===== src/rtl/uart_folded_pkg.sv =====
package uart_folded_pkg;
    localparam int unsigned ADDR_W = 5;
    localparam int unsigned WM_LSB = 16;
    localparam int unsigned FLAG_BIT = 31;

    typedef enum logic [2:0] {
        SEL_TXDATA = 3'd0,
        SEL_RXDATA = 3'd1,
        SEL_TXCTRL = 3'd2,
        SEL_RXCTRL = 3'd3,
        SEL_IE     = 3'd4,
        SEL_IP     = 3'd5,
        SEL_DIV    = 3'd6,
        SEL_NONE   = 3'd7
    } reg_sel_e;

    typedef enum logic [2:0] {
        RX_IDLE  = 3'd0,
        RX_START = 3'd1,
        RX_DATA  = 3'd2,
        RX_STOP  = 3'd3,
        RX_BREAK = 3'd4
    } rx_state_e;
endpackage


===== src/rtl/uart_fifo.sv =====
module uart_fifo #(
    parameter int unsigned WIDTH = 8,
    parameter int unsigned DEPTH = 8
) (
    input  logic                       clk,
    input  logic                       rst_n,
    input  logic                       push,
    input  logic [WIDTH-1:0]           wdata,
    input  logic                       pop,
    output logic [WIDTH-1:0]           rdata,
    output logic [$clog2(DEPTH):0]     count,
    output logic                       full,
    output logic                       empty
);
    localparam int unsigned AW = $clog2(DEPTH);
    localparam int unsigned CW = AW + 1;

    typedef struct packed {
        logic [DEPTH-1:0][WIDTH-1:0] mem;
        logic [AW-1:0]               wp;
        logic [AW-1:0]               rp;
        logic [CW-1:0]               cnt;
    } fifo_t;

    fifo_t q, d;
    logic  do_push, do_pop;

    always_comb begin
        d       = q;
        do_push = push && (q.cnt != CW'(DEPTH));
        do_pop  = pop && (q.cnt != '0);
        if (do_push) begin
            d.mem[q.wp] = wdata;
            d.wp        = q.wp + 1'b1;
        end
        if (do_pop) begin
            d.rp = q.rp + 1'b1;
        end
        case ({do_push, do_pop})
            2'b10:   d.cnt = q.cnt + 1'b1;
            2'b01:   d.cnt = q.cnt - 1'b1;
            default: d.cnt = q.cnt;
        endcase
    end

    always_ff @(posedge clk or negedge rst_n) begin
        if (!rst_n) q <= '0;
        else        q <= d;
    end

    assign rdata = q.mem[q.rp];
    assign count = q.cnt;
    assign full  = (q.cnt == CW'(DEPTH));
    assign empty = (q.cnt == '0);
endmodule


===== src/rtl/uart_tx.sv =====
module uart_tx #(
    parameter int unsigned DIV_W = 32
) (
    input  logic             clk,
    input  logic             rst_n,
    input  logic             en,
    input  logic [DIV_W-1:0] div,
    input  logic             avail,
    input  logic [7:0]       data,
    output logic             pop,
    output logic             line,
    output logic             busy
);
    typedef struct packed {
        logic             busy;
        logic [9:0]       shift;
        logic [3:0]       bits;
        logic [DIV_W-1:0] cnt;
    } tx_t;

    tx_t  q, d;
    logic last;

    always_comb begin
        d    = q;
        pop  = 1'b0;
        last = q.busy && (q.cnt == '0) && (q.bits == 4'd0);
        if (q.busy && (q.cnt != '0)) begin
            d.cnt = q.cnt - 1'b1;
        end else if (q.busy && !last) begin
            d.shift = {1'b1, q.shift[9:1]};
            d.bits  = q.bits - 1'b1;
            d.cnt   = div;
        end else if (en && avail) begin
            pop     = 1'b1;
            d.busy  = 1'b1;
            d.shift = {1'b1, data, 1'b0};
            d.bits  = 4'd9;
            d.cnt   = div;
        end else begin
            d.busy = 1'b0;
        end
    end

    always_ff @(posedge clk or negedge rst_n) begin
        if (!rst_n) q <= '0;
        else        q <= d;
    end

    assign line = !q.busy || q.shift[0];
    assign busy = q.busy;
endmodule


===== src/rtl/uart_rx.sv =====
module uart_rx
    import uart_folded_pkg::*;
#(
    parameter int unsigned DIV_W = 32
) (
    input  logic             clk,
    input  logic             rst_n,
    input  logic             en,
    input  logic [DIV_W-1:0] div,
    input  logic             line,
    output logic             push,
    output logic [7:0]       data
);
    typedef struct packed {
        logic [1:0]       sync;
        rx_state_e        st;
        logic [DIV_W-1:0] cnt;
        logic [2:0]       idx;
        logic [7:0]       sh;
    } rx_t;

    rx_t              q, d;
    logic             s;
    logic [DIV_W-1:0] half;

    always_comb begin
        d      = q;
        push   = 1'b0;
        s      = q.sync[1];
        half   = div >> 1;
        d.sync = {q.sync[0], line};
        if (!en) begin
            d.st = RX_IDLE;
        end else if (q.st == RX_IDLE) begin
            if (!s) begin
                if (half == '0) begin
                    d.st  = RX_DATA;
                    d.cnt = div;
                    d.idx = 3'd0;
                end else begin
                    d.st  = RX_START;
                    d.cnt = half - 1'b1;
                end
            end
        end else if (q.st == RX_BREAK) begin
            if (s) d.st = RX_IDLE;
        end else if (q.cnt != '0) begin
            d.cnt = q.cnt - 1'b1;
        end else begin
            case (q.st)
                RX_START: begin
                    if (!s) begin
                        d.st  = RX_DATA;
                        d.cnt = div;
                        d.idx = 3'd0;
                    end else begin
                        d.st = RX_IDLE;
                    end
                end
                RX_DATA: begin
                    d.sh  = {s, q.sh[7:1]};
                    d.cnt = div;
                    d.idx = q.idx + 1'b1;
                    if (q.idx == 3'd7) d.st = RX_STOP;
                end
                RX_STOP: begin
                    push = s;
                    d.st = s ? RX_IDLE : RX_BREAK;
                end
                default: d.st = RX_IDLE;
            endcase
        end
    end

    always_ff @(posedge clk or negedge rst_n) begin
        if (!rst_n) begin
            q      <= '0;
            q.sync <= 2'b11;
        end else begin
            q <= d;
        end
    end

    assign data = q.sh;
endmodule


===== src/rtl/uart_folded.sv =====
module uart_folded
    import uart_folded_pkg::*;
#(
    parameter int unsigned DEPTH = 8,
    parameter int unsigned DIV_W = 32
) (
    input  logic              clk,
    input  logic              rst_n,
    input  logic              req_valid,
    input  logic              req_write,
    input  logic [ADDR_W-1:0] req_addr,
    input  logic [31:0]       req_wdata,
    output logic              rsp_valid,
    output logic [31:0]       rsp_rdata,
    output logic              tx_line,
    input  logic              rx_line,
    output logic              irq
);
    localparam int unsigned AW = $clog2(DEPTH);
    localparam int unsigned CW = AW + 1;

    typedef struct packed {
        logic             txen;
        logic [AW-1:0]    txwm;
        logic             rxen;
        logic [AW-1:0]    rxwm;
        logic [1:0]       ie;
        logic [DIV_W-1:0] div;
        logic             rsp_valid;
        logic [31:0]      rsp_rdata;
    } regs_t;

    regs_t         q, d;
    reg_sel_e      sel;
    logic          wr, rd;
    logic [1:0]    ip;

    logic          tx_push, tx_pop, tx_full, tx_empty, tx_busy;
    logic [7:0]    tx_head;
    logic [CW-1:0] tx_count;
    logic          rx_push, rx_fifo_push, rx_pop, rx_full, rx_empty;
    logic [7:0]    rx_byte, rx_head;
    logic [CW-1:0] rx_count;
    logic          txen_w;
    logic [1:0]    ie_w;

    always_comb begin
        d       = q;
        sel     = (req_addr[1:0] == 2'b00) ? reg_sel_e'(req_addr[ADDR_W-1:2]) : SEL_NONE;
        wr      = req_valid && req_write;
        rd      = req_valid && !req_write;
        tx_push = wr && (sel == SEL_TXDATA) && !tx_full;
        rx_pop  = rd && (sel == SEL_RXDATA) && !rx_empty;
        ip      = {(rx_count > CW'(q.rxwm)), (tx_count < CW'(q.txwm))};

        if (wr) begin
            case (sel)
                SEL_TXCTRL: begin
                    d.txen = req_wdata[0];
                    d.txwm = req_wdata[WM_LSB +: AW];
                end
                SEL_RXCTRL: begin
                    d.rxen = req_wdata[0];
                    d.rxwm = req_wdata[WM_LSB +: AW];
                end
                SEL_IE:  d.ie  = req_wdata[1:0];
                SEL_DIV: d.div = req_wdata[DIV_W-1:0];
                default: ;
            endcase
        end

        d.rsp_valid = req_valid;
        d.rsp_rdata = '0;
        if (rd) begin
            case (sel)
                SEL_TXDATA: d.rsp_rdata[FLAG_BIT] = tx_full;
                SEL_RXDATA: begin
                    if (rx_empty) d.rsp_rdata[FLAG_BIT] = 1'b1;
                    else          d.rsp_rdata[7:0]      = rx_head;
                end
                SEL_TXCTRL: begin
                    d.rsp_rdata[0]            = q.txen;
                    d.rsp_rdata[WM_LSB +: AW] = q.txwm;
                end
                SEL_RXCTRL: begin
                    d.rsp_rdata[0]            = q.rxen;
                    d.rsp_rdata[WM_LSB +: AW] = q.rxwm;
                end
                SEL_IE:  d.rsp_rdata[1:0]       = q.ie;
                SEL_IP:  d.rsp_rdata[1:0]       = ip;
                SEL_DIV: d.rsp_rdata[DIV_W-1:0] = q.div;
                default: ;
            endcase
        end
    end

    always_ff @(posedge clk or negedge rst_n) begin
        if (!rst_n) q <= '0;
        else        q <= d;
    end

    assign rx_fifo_push = rx_push && !rx_full;
    assign rsp_valid    = q.rsp_valid;
    assign rsp_rdata    = q.rsp_rdata;
    assign irq          = |(q.ie & ip);
    assign txen_w       = q.txen;
    assign ie_w         = q.ie;

    uart_fifo #(.WIDTH(8), .DEPTH(DEPTH)) u_txq (
        .clk(clk), .rst_n(rst_n), .push(tx_push), .wdata(req_wdata[7:0]),
        .pop(tx_pop), .rdata(tx_head), .count(tx_count),
        .full(tx_full), .empty(tx_empty)
    );

    uart_fifo #(.WIDTH(8), .DEPTH(DEPTH)) u_rxq (
        .clk(clk), .rst_n(rst_n), .push(rx_fifo_push), .wdata(rx_byte),
        .pop(rx_pop), .rdata(rx_head), .count(rx_count),
        .full(rx_full), .empty(rx_empty)
    );

    uart_tx #(.DIV_W(DIV_W)) u_tx (
        .clk(clk), .rst_n(rst_n), .en(q.txen), .div(q.div),
        .avail(!tx_empty), .data(tx_head), .pop(tx_pop),
        .line(tx_line), .busy(tx_busy)
    );

    uart_rx #(.DIV_W(DIV_W)) u_rx (
        .clk(clk), .rst_n(rst_n), .en(q.rxen), .div(q.div),
        .line(rx_line), .push(rx_push), .data(rx_byte)
    );
endmodule


===== config.mk =====
export PLATFORM = sky130hd
export DESIGN_NAME = uart_folded
export DESIGN_NICKNAME = d
export VERILOG_FILES = /design/src/rtl/uart_folded_pkg.sv /design/src/rtl/uart_fifo.sv /design/src/rtl/uart_tx.sv /design/src/rtl/uart_rx.sv /design/src/rtl/uart_folded.sv
export SDC_FILE = /design/constraint.sdc
export NUM_CORES = 1
export LEC_CHECK = 0
export CELL_PAD_IN_SITES_DETAIL_PLACEMENT = 0
export CELL_PAD_IN_SITES_GLOBAL_PLACEMENT = 1
export CORE_AREA = 2 2 192 194
export CTS_CLUSTER_DIAMETER = 120
export CTS_CLUSTER_SIZE = 14
export DETAILED_ROUTE_END_ITERATION = 6
export DIE_AREA = 0 0 194 196
export DONT_BUFFER_PORTS = 1
export PLACE_DENSITY_LB_ADDON = 0.1
export SLEW_MARGIN = 0
export SYNTH_ARGS = -nofsm -noshare
export SYNTH_HDL_FRONTEND = slang
export SYNTH_SLANG_ARGS = --single-unit

===== constraint.sdc =====
create_clock -name clk -period 3.4 [get_ports clk]
set_input_delay 0.51 -clock clk [delete_from_list [all_inputs] [get_ports clk]]
set_output_delay 0.51 -clock clk [all_outputs]
set_load 0.05 [all_outputs]

==> results of run 1 <==
==> power groups by stage <==
stage	clock [mW]	combinational, mW	sequential (mW)
after floorplan	0	2.54	4.75
after global placement	0	3.34	5.04
after detailed placement	0	3.36	5.05
after CTS	2.96	3.38	4.98
after global routing	3.12	3.76	5.09
final	2.88	3.39	4.99
==> stage by stage <==
stage | power (mW) | worst slack [ns] | hold WS (ns) | std cells | cell area (sq um)
final | 11.27 | 0.1557 | -0.3566 | 1970 | 18130
after global routing | 11.97 | 0.02064 | -0.3760 | 1970 | 18130
after global placement | 8.385 | 0.1460 | 0.2267 | 1927 | 17350
after CTS | 11.33 | 0.1377 | -0.3831 | 1968 | 18110
after floorplan | 7.290 | 0.02219 | 0.2144 | 1494 | 16690
after detailed placement | 8.411 | 0.1629 | 0.2304 | 1927 | 17350
==> synthesized netlist by cell type, drive strengths merged (12+ instances only) <==
cell type,count
nand3,20
o31ai,15
nor4,40
xor2,21
or2,12
nand2b,15
a21oi,44
nand4,13
a221o,25
o21ai,80
xnor2,18
dfrtp,316
nand2,79
clkbuf,64
mux2,188
buf,62
mux4,32
nor3,58
and3,17
and2,27
nor2b,12
ha,21
or3,23
a211oi,23
or4,14
inv,26
nor2,103
==> registers in the layout, summed over array words and instances (netlist names) <==
register     cells
u_rxq.q         70
u_txq.q         70
u_tx.q          46
q               39
u_rx.q          39
rsp_rdata       32
u_rx.data        8
u_rxq.count      4
u_txq.count      4
ie_w             2
rsp_valid        1
txen_w           1
u_rx.d           1
u_tx.busy        1
==> layer usage <==
metal	vias up	track usage	part of all wire
met1	6109	0.3483	0.46
li1	5485	-	-
met5	-	0	0
met4	0	0.06510	0.026
met3	65	0.02751	0.034
met2	242	0.3941	0.48
==> area by class of cell <==
cell class | count | share of cell area
clock buffer | 37 | 0.03817
clock inverter | 2 | 0.002554
inverter | 27 | 0.005591
multi-input combinational | 1023 | 0.4420
sequential | 318 | 0.4391
tap | 468 | 0.03230
timing repair buffer | 95 | 0.04031
==> what timing repair did <==
action	in CTS	in global routing
hold endpoints to repair	320	318
gates resized for setup	0	1
buffers inserted	0	2
endpoints found under the setup margin	0	2
==> worst max-delay path: cells and delay by family (launching register included) <==
kind	cells	cell delay (ns)
AO/OA/AOI/OAI	2	0.34
adder cells (fa/ha/maj)	2	0.36
flip-flops	1	0.40
buffers and inverters	1	0.10
AND/OR/NAND/NOR	5	1.55
XOR/XNOR	3	0.37
==> cell families (layout without fill, tap and decap cells) <==
kind of cell,Yosys count,count (layout),share of synthesized area
buffers and inverters,153,161,0.04495
multiplexers,223,223,0.1722
XOR/XNOR,39,39,0.02049
adder cells (fa/ha/maj),21,21,0.01576
flip-flops,318,318,0.4774
AO/OA/AOI/OAI,278,278,0.1159
AND/OR/NAND/NOR,462,462,0.1533
==> final timing paths <==
kind	from	endpoint	slack, ns	depth (start not counted)
min reg2reg	u_rx.d[47]$_DFF_PN1_	u_rx.q[47]$_DFF_PN1_	0.36	0
min	rst_n	u_rx.q[20]$_DFFE_PN0P_	-0.36	0
max in group asynchronous	rst_n	u_rxq.q[55]$_DFFE_PN0P_	2.66	0
min in group clk	req_wdata[18]	q[73]$_DFFE_PN0P_	0.06	2
max reg2reg	u_tx.q[9]$_DFFE_PN0P_	u_txq.count[2]$_DFFE_PN0P_	0.16	13
max	u_tx.q[9]$_DFFE_PN0P_	u_txq.count[2]$_DFFE_PN0P_	0.16	13
==> results.cfg, run 1 <==
[status]
status = finished, violations left
violations = hold timing

[worst_setup_path]
max_stage_delay_ns = 0.58
worstSetupPathType = register to register
cpMostUsedCell = xor2_1
crit_arrival_ns = 3.69
critPathSlowestCell = or4_4
path_cells = or4_4 > or2_4 > or4_4 > o21ai_4 > nand2_2 > inv_2 > ha_4 > xor2_1 > ha_1 > a21oi_1 > xor2_1 > nor2_1 > xor2_1
cp_max_fo = 5
critPathCaptureType = register
cp_data_required_time_ns = 3.85
startpoint_type = register

[logic_synthesis]
ys_types = 92
synth_cells = 1494
async_flop_share = 1.000
syn_nets = 1557
synth-main-ff-cell = dfrtp_1
netlist_area_sq_mm = 0.01667
ys_seq_area_frac = 0.4774
synth_top_area_cell = dfrtp_1
synth_top_area_frac = 0.4743
synth-seq-cells = 318
synth.area.top_cells = dfrtp_1 (47%), mux2_2 (13%), mux4_2 (4.3%)
yosysWarnings = 0
syn_area_per_cell_sq_um = 11.16
synth-edff-count = 0

[cts]
clkSinkCount = 318
clk_pin_slew_ns = 0.07
hold_buffers = 2
clockBufferDepth = 3
numCtsBuffers = 26
clk-insertion-delay-late_ns = 0.57
cts_root_buf = clkbuf_16
cts_max_level = 1
cts_tree = built

[sta]
fin_tns_setup_ns = 0
clock_skew_ns = 0.02474
setup_viol = 0
slew_headroom = 0.1067
fin_crit_ns = 3.244
hold_viol_final = 316
holdWs_ns = -0.3566
max_freq_mhz = 308.2
tightestPinTransition_ns = 1.340
rsz0062_at_grt = false
min_period_over_period = 0.9542
final_max_slew_viol_count = 0

[routing]
route.detailed.drc = 0
viasPerCell = 6.041
drtPass1Iterations = 5
wl_per_cell_microns = 23.01
drtIter0Drc = 956
ant_nets = 0
wl_microns = 45340
num_vias = 11901

[power]
ir_drop_mv = 0.5672
p_comb_frac = 0.301
clkPwrFrac = 0.256
swShare = 0.3602
power-per-cell-area_mw_per_mm2 = 621.5
p_int_mw = 7.209
power.share.sequential = 0.443
leakage_nw = 8.235
p_sw_mw = 4.058

[die]
die-width_microns = 194
initial_core_util = 0.4621
core-area_sq_mm = 0.03608
die_h_microns = 196
rows = 70
num_io_pins = 77
dieArea_sq_mm = 0.03802

[cells_and_area]
final_common_cell = dfrtp_1
syn_to_final_growth_pct = 8.720
final_layout_size_suffix_gt1_frac = 0.2590
final_cell_mix = dfrtp_1 (316), mux2_2 (187), nor2_1 (101)
final_nets = 1554
n_antenna_cell = 0
fin_util = 0.5024
register_area_sq_mm = 0.007960
multiInputGateArea_sq_mm = 0.008011
fill_cells = 3238

[grt]
antenna_found_initial = 1
overflow = 0
grt_max_degree = 319
grt_pass1_wl_microns = 72610
grt.total_usage = 0.2430
grt_pass1_vias = 12074

[place]
portBuffers = 0
place_congestion = 0.8429
dp_hpwl_microns = 31020

[flow_run]
cap_violations = 0

[worst_hold_path]
hold_class = input pin to async pin
No activity file was read; power rests on OpenSTA's default activity.
==> run 2, diff against run 1 <==
--- a/config.mk
+++ b/config.mk
@@ -7,12 +7,13 @@
 export LEC_CHECK = 0
 export CELL_PAD_IN_SITES_DETAIL_PLACEMENT = 0
 export CELL_PAD_IN_SITES_GLOBAL_PLACEMENT = 1
-export CORE_AREA = 2 2 192 194
+export CORE_AREA = 2 2 208 210
 export CTS_CLUSTER_DIAMETER = 120
 export CTS_CLUSTER_SIZE = 14
 export DETAILED_ROUTE_END_ITERATION = 6
-export DIE_AREA = 0 0 194 196
+export DIE_AREA = 0 0 210 212
 export DONT_BUFFER_PORTS = 1
+export MAX_ROUTING_LAYER = met4
 export PLACE_DENSITY_LB_ADDON = 0.1
 export SLEW_MARGIN = 0
 export SYNTH_ARGS = -nofsm -noshare
==> run 2 against run 1 <==
Compared with the run above: the flow still finishes with violations (hold timing); core utilization is 7.1 points lower; via count rose by 0.66%; global-route usage down 1.9 points; combinational power up 2%; clock power is 3% higher; critical path type unchanged.
==> results.cfg, run 2 (synthesis gave the netlist of run 1 again) <==
[status]
status = finished, violations left
violations = hold timing

[worst_setup_path]
path_buf_inv = 1
crit_arrival_ns = 3.75
r2r-end = u_txq.count[2]$_DFFE_PN0P_
worstSetupPathType = register to register
cp_data_required_time_ns = 3.86
reg2regPathDepth = 13
cp_max_fo = 5
critPathCaptureType = register
cp_top_family = simple AND/OR/NAND/NOR gates
path_cells = or4_4 > or2_4 > or4_4 > o21ai_4 > nand2_2 > inv_4 > ha_4 > xor2_1 > ha_1 > a21oi_2 > xor2_1 > nor2_1 > xor2_1
cpMostUsedCell = xor2_1
critPathSlowestCell = or4_4
max_stage_delay_ns = 0.58
startpoint_type = register
reg2reg_from = u_tx.q[9]$_DFFE_PN0P_
r2r_slack_ns = 0.11

[routing]
viasPerCell = 5.799
ant_nets = 0
met1Wirelength_microns = 22080
num_vias = 11980
wl_microns = 47480
drtPass1Iterations = 5
met3RoutedLength_microns = 2283
drtIter0Drc = 816
route.detailed.drc = 0
dr.max_layer_used = met4
dr_wl_met2_microns = 21590
wl_per_cell_microns = 22.98

[flow_run]
cap_violations = 0

[cts]
numCtsBuffers = 26
cts_root_buf = clkbuf_16
cts_max_level = 1
hold_buffers = 2
clockBufferDepth = 3
clk_pin_slew_ns = 0.08
clk-insertion-delay-late_ns = 0.59
cts_tree = built
clkSinkCount = 318

[sta]
tightestPinTransition_ns = 1.237
final_max_slew_viol_count = 0
fin_crit_ns = 3.286
rsz0062_at_grt = false
hold_viol_final = 316
holdWs_ns = -0.3765
slew_headroom = 0.1753
setup_viol = 0
fin_tns_setup_ns = 0
clock_skew_ns = 0.01814
min_period_over_period = 0.9665
max_freq_mhz = 304.3

[die]
die-width_microns = 210
rows = 76
core-area_sq_mm = 0.04251
die_h_microns = 212
dieArea_sq_mm = 0.04452
initial_core_util = 0.3923
num_io_pins = 77

[power]
p_comb_frac = 0.301
ir_drop_mv = 0.4081
clkPwrFrac = 0.259
leakage_nw = 8.289
swShare = 0.3656
power-per-cell-area_mw_per_mm2 = 623.8
p_sw_mw = 4.185
power.share.sequential = 0.440
p_int_mw = 7.262

[place]
portBuffers = 0
place_congestion = 0.8172
dp_hpwl_microns = 32900

[grt]
grt.total_usage = 0.2244
grt_max_degree = 319
overflow = 0
grt_pass1_vias = 12056
antenna_found_initial = 2
grt_pass1_wl_microns = 74560

[cells_and_area]
final_layout_size_suffix_gt1_frac = 0.2622
final_common_cell = dfrtp_1
fin_util = 0.4317
fill_cells = 4066
largestRegisters = u_rxq.q: 70 flops, u_txq.q: 70 flops, u_tx.q: 46 flops
final_cell_mix = dfrtp_1 (315), mux2_2 (187), nor2_1 (101)
syn_to_final_growth_pct = 10.06
final_nets = 1561

[worst_hold_path]
hold_class = input pin to async pin
run 2: cell count changes in the layout (fill, tap and decap cells not counted), sizes merged:
cell | previous run | this run
buf | 93 | 100
bufinv | 1 | 0
clkbuf | 37 | 47
diode | 0 | 2
run 2: area by class of cell:
class / count / area [sq um] / share of cell area
multi-input cells: 1023 / 8009 / 0.4365
inverters: 27 / 103.9 / 0.005659
flip-flops and latches: 318 / 7961 / 0.4339
well taps: 546 / 683.2 / 0.03723
clock buffers: 47 / 749.5 / 0.04084
clock inverters: 1 / 30.03 / 0.001636
repair buffers: 102 / 808.3 / 0.04405
diodes: 2 / 5.005 / 0.0002727
run 2: per-layer routing:
layer / vias up / GRT usage
li1: 5519 / -
met1: 6135 / 0.3082
met2: 266 / 0.3444
met3: 60 / 0.03575
met4: 0 / 0.06676
met5: - / -
run 2: power by group through the flow:
stage          sequential, mW  combinational [mW]  clock (mW)
2_1_floorplan            4.75                2.54           0
3_3_place_gp             5.08                3.43           0
3_5_place_dp             5.09                3.45           0
4_1_cts                  5.03                3.46        3.07
5_1_grt                  5.14                3.84        3.21
6_report                 5.03                3.45        2.97
run 2: what timing repair did:
action	in CTS	in global routing
hold endpoints to repair	320	318
setup buffers	0	1
endpoints found under the setup margin	0	1
resized for setup	0	3
run 2: worst max-delay path by stage:
stage	cells past startpoint	from	endpoint	slack (ns)
2_1_floorplan	14	u_tx.q[8]$_DFFE_PN0P_	u_txq.count[2]$_DFFE_PN0P_	0.02
3_3_place_gp	13	u_tx.q[9]$_DFFE_PN0P_	u_txq.count[2]$_DFFE_PN0P_	0.10
3_5_place_dp	13	u_tx.q[9]$_DFFE_PN0P_	u_txq.count[2]$_DFFE_PN0P_	0.12
4_1_cts	13	u_tx.q[9]$_DFFE_PN0P_	u_txq.count[2]$_DFFE_PN0P_	0.08
5_1_grt	13	u_tx.q[9]$_DFFE_PN0P_	u_txq.count[2]$_DFFE_PN0P_	0.007
6_report	13	u_tx.q[9]$_DFFE_PN0P_	u_txq.count[2]$_DFFE_PN0P_	0.11
run 2: worst reg2reg max path, cell delays in order (launching register included):
cell,delay (ns)
dfrtp_2,0.43
or4_4,0.55
or2_4,0.28
or4_4,0.58
o21ai_4,0.19
nand2_2,0.11
inv_4,0.11
ha_4,0.17
xor2_1,0.07
ha_1,0.21
a21oi_2,0.11
xor2_1,0.16
nor2_1,0.06
xor2_1,0.14
run 2: metrics by stage:
| stage | cell area (sq um) | cells | setup slack (ns) | power [mW] |
|---|---|---|---|---|
| after global placement | 17530 | 2013 | 0.1034 | 8.511 |
| after global routing | 18350 | 2064 | 0.006890 | 12.19 |
| final | 18350 | 2066 | 0.1138 | 11.45 |
| after floorplan | 16690 | 1494 | 0.02219 | 7.290 |
| after CTS | 18330 | 2063 | 0.07602 | 11.56 |
| after detailed placement | 17530 | 2013 | 0.1184 | 8.542 |
==> run 3, diff against run 2 <==
--- a/config.mk
+++ b/config.mk
@@ -7,11 +7,11 @@
 export LEC_CHECK = 0
 export CELL_PAD_IN_SITES_DETAIL_PLACEMENT = 0
 export CELL_PAD_IN_SITES_GLOBAL_PLACEMENT = 1
-export CORE_AREA = 2 2 208 210
+export CORE_AREA = 2 2 183 185
 export CTS_CLUSTER_DIAMETER = 120
 export CTS_CLUSTER_SIZE = 14
 export DETAILED_ROUTE_END_ITERATION = 6
-export DIE_AREA = 0 0 210 212
+export DIE_AREA = 0 0 185 187
 export DONT_BUFFER_PORTS = 1
 export MAX_ROUTING_LAYER = met4
 export PLACE_DENSITY_LB_ADDON = 0.1
==> constraint.sdc (replaced) <==
create_clock -name clk -period 3.3 [get_ports clk]
set_input_delay 0.495 -clock clk [delete_from_list [all_inputs] [get_ports clk]]
set_output_delay 0.495 -clock clk [all_outputs]
set_load 0.05 [all_outputs]
==> run 3 against run 2 <==
Compared with the run above: the run still ends with hold timing left; design area decreased by 1.2%; power increased by 1.3%; via count decreased by 1.6%; critical path depth unchanged; register-to-register slack improved by 0.02 ns; wire length decreased by 9.1%; critical path type unchanged; largest cell class unchanged.
==> results.cfg, run 3 (synthesis gave the netlist of run 1 again) <==
[die]
die_h_microns = 187
initial_core_util = 0.5074
dieArea_sq_mm = 0.03460
core-area_sq_mm = 0.03286
die-width_microns = 185
num_io_pins = 77
rows = 67

[routing]
route.detailed.drc = 0
drtPass1Iterations = 7
wl_microns = 43170
num_vias = 11794
drtIter0Drc = 860
ant_nets = 0
wl_per_cell_microns = 22.22
viasPerCell = 6.070

[worst_setup_path]
cp_top_family = simple AND/OR/NAND/NOR gates
startpoint_type = register
cpMostUsedCell = xor2_1
reg2reg_from = u_tx.q[11]$_DFFE_PN0P_
critPathSlowestCell = or4_4
cp_max_fo = 5
crit_arrival_ns = 3.65
critPathCaptureType = register
path_cells = or4_4 > or2_4 > or4_4 > o21ai_4 > nand2_4 > inv_4 > ha_4 > xor2_1 > ha_2 > a21oi_2 > xor2_1 > nor2_1 > xor2_1
path_buf_inv = 1
worstSetupStartpoint = u_tx.q[11]$_DFFE_PN0P_
max_stage_delay_ns = 0.56
worstSetupPathType = register to register
cp_data_required_time_ns = 3.78

[power]
power.total_mw = 11.59
leakage_nw = 8.234
power-per-cell-area_mw_per_mm2 = 639.6
ir_drop_mv = 0.5095

[sta]
min_period_over_period = 0.9594
tightestPinTransition_ns = 1.222
fin_crit_ns = 3.166
final_max_slew_viol_count = 0
clock_skew_ns = 0.02119
holdWs_ns = -0.3787
slew_headroom = 0.1853
hold_viol_final = 318
setup_viol = 0
max_freq_mhz = 315.9

[cts]
cts_root_buf = clkbuf_16
clk-insertion-delay-late_ns = 0.57
numCtsBuffers = 26
hold_buffers = 2
clkSinkCount = 318
clockBufferDepth = 3
cts_max_level = 1
clk_pin_slew_ns = 0.07
cts_tree = built

[flow_run]
cap_violations = 0

[worst_hold_path]
hold_class = input pin to async pin

[grt]
grt_pass1_wl_microns = 69290
grt.total_usage = 0.2639
grt_pass1_vias = 11739
antenna_found_initial = 0
overflow = 0
grt_max_degree = 319

[cells_and_area]
final_layout_size_suffix_gt1_frac = 0.2597
finalNonFillerCells = 1943
syn_to_final_growth_pct = 8.712
final_common_cell = dfrtp_1
fin_util = 0.5516
fill_cells = 2908
largestRegisters = u_rxq.q: 70 flops, u_txq.q: 70 flops, u_tx.q: 46 flops
final_cell_mix = dfrtp_1 (316), mux2_2 (187), nor2_1 (101)
final_nets = 1550

[place]
portBuffers = 0
place_inst = 1904
dp_hpwl_microns = 30080
place_congestion = 0.8505

[status]
violations = hold timing
status = finished, violations left
## run 3: cell types whose count changed in the layout (fill, tap and decap cells not counted), sizes merged
cell	change
clkbuf	-14
buf	-11
bufinv	+1
diode	-1
## run 3: per-stage QoR
| stage | setup TNS (ns) | worst slack (ns) | area, sq um | hold WS (ns) |
|---|---|---|---|---|
| finish | 0 | 0.1341 | 18130 | -0.3787 |
| global route | -0.0008993 | -0.0008993 | 18120 | -0.4093 |
| CTS | 0 | 0.05606 | 18090 | -0.3940 |
| detailed placement | 0 | 0.06428 | 17350 | 0.2084 |
| global placement | 0 | 0.1100 | 17350 | 0.2117 |
| floorplan | 0 | 0.01824 | 16700 | 0.1994 |
## run 3: layer usage
layer,part of all wire,GRT usage,vias up
li1,-,-,5509
met1,0.45,0.3631,5963
met2,0.48,0.4150,264
met3,0.049,0.03991,58
met4,0.021,0.06074,0
met5,0,-,-
## run 3: final timing paths
kind                       slack (ns)  cells after the start                         end
hold / removal                  -0.38                      0      u_rx.q[22]$_DFFE_PN0P_
max in group asynchronous        2.67                      0           q[41]$_DFFE_PN0P_
hold reg to reg                  0.38                      0        u_rx.q[47]$_DFF_PN1_
min in group clk                 0.05                      2           q[68]$_DFFE_PN0P_
setup / recovery                 0.13                     13  u_txq.count[2]$_DFFE_PN0P_
setup reg to reg                 0.13                     13  u_txq.count[2]$_DFFE_PN0P_
## run 3: what timing repair did
| action | in CTS | in global routing |
|---|---|---|
| gates resized for setup | 0 | 4 |
| setup buffers | 0 | 1 |
| endpoints found under the setup margin | 0 | 4 |
| hold endpoints to repair | 320 | 318 |
## run 3: power by group
| group | switching [mW] | internal, mW | leakage, nW |
|---|---|---|---|
| Combinational | 2.00 | 1.51 | 3.61 |
| Sequential | 0.734 | 4.42 | 4.28 |
| Clock | 1.42 | 1.51 | 0.350 |
## run 3: final cells by class
type                            count  area, sq um  share of cell area
Multi-Input combinational cell   1023         8038              0.4434
Sequential cell                   318         7960              0.4392
Clock inverter                      2        46.29            0.002554
Clock buffer                       33        676.9             0.03734
Inverter                           27        103.9            0.005729
Timing Repair Buffer               91        738.2             0.04073
Antenna cell                        1        2.502           0.0001381
Tap cell                          448        560.5             0.03092
## run 3: worst register-to-register path, delay by kind of cell (launching register included)
family	cells	cell delay [ns]
AO/OA/AOI/OAI	2	0.23
flip-flops	1	0.38
AND/OR/NAND/NOR	5	1.57
buffers and inverters	1	0.10
XOR/XNOR	3	0.45
adder cells (fa/ha/maj)	2	0.36
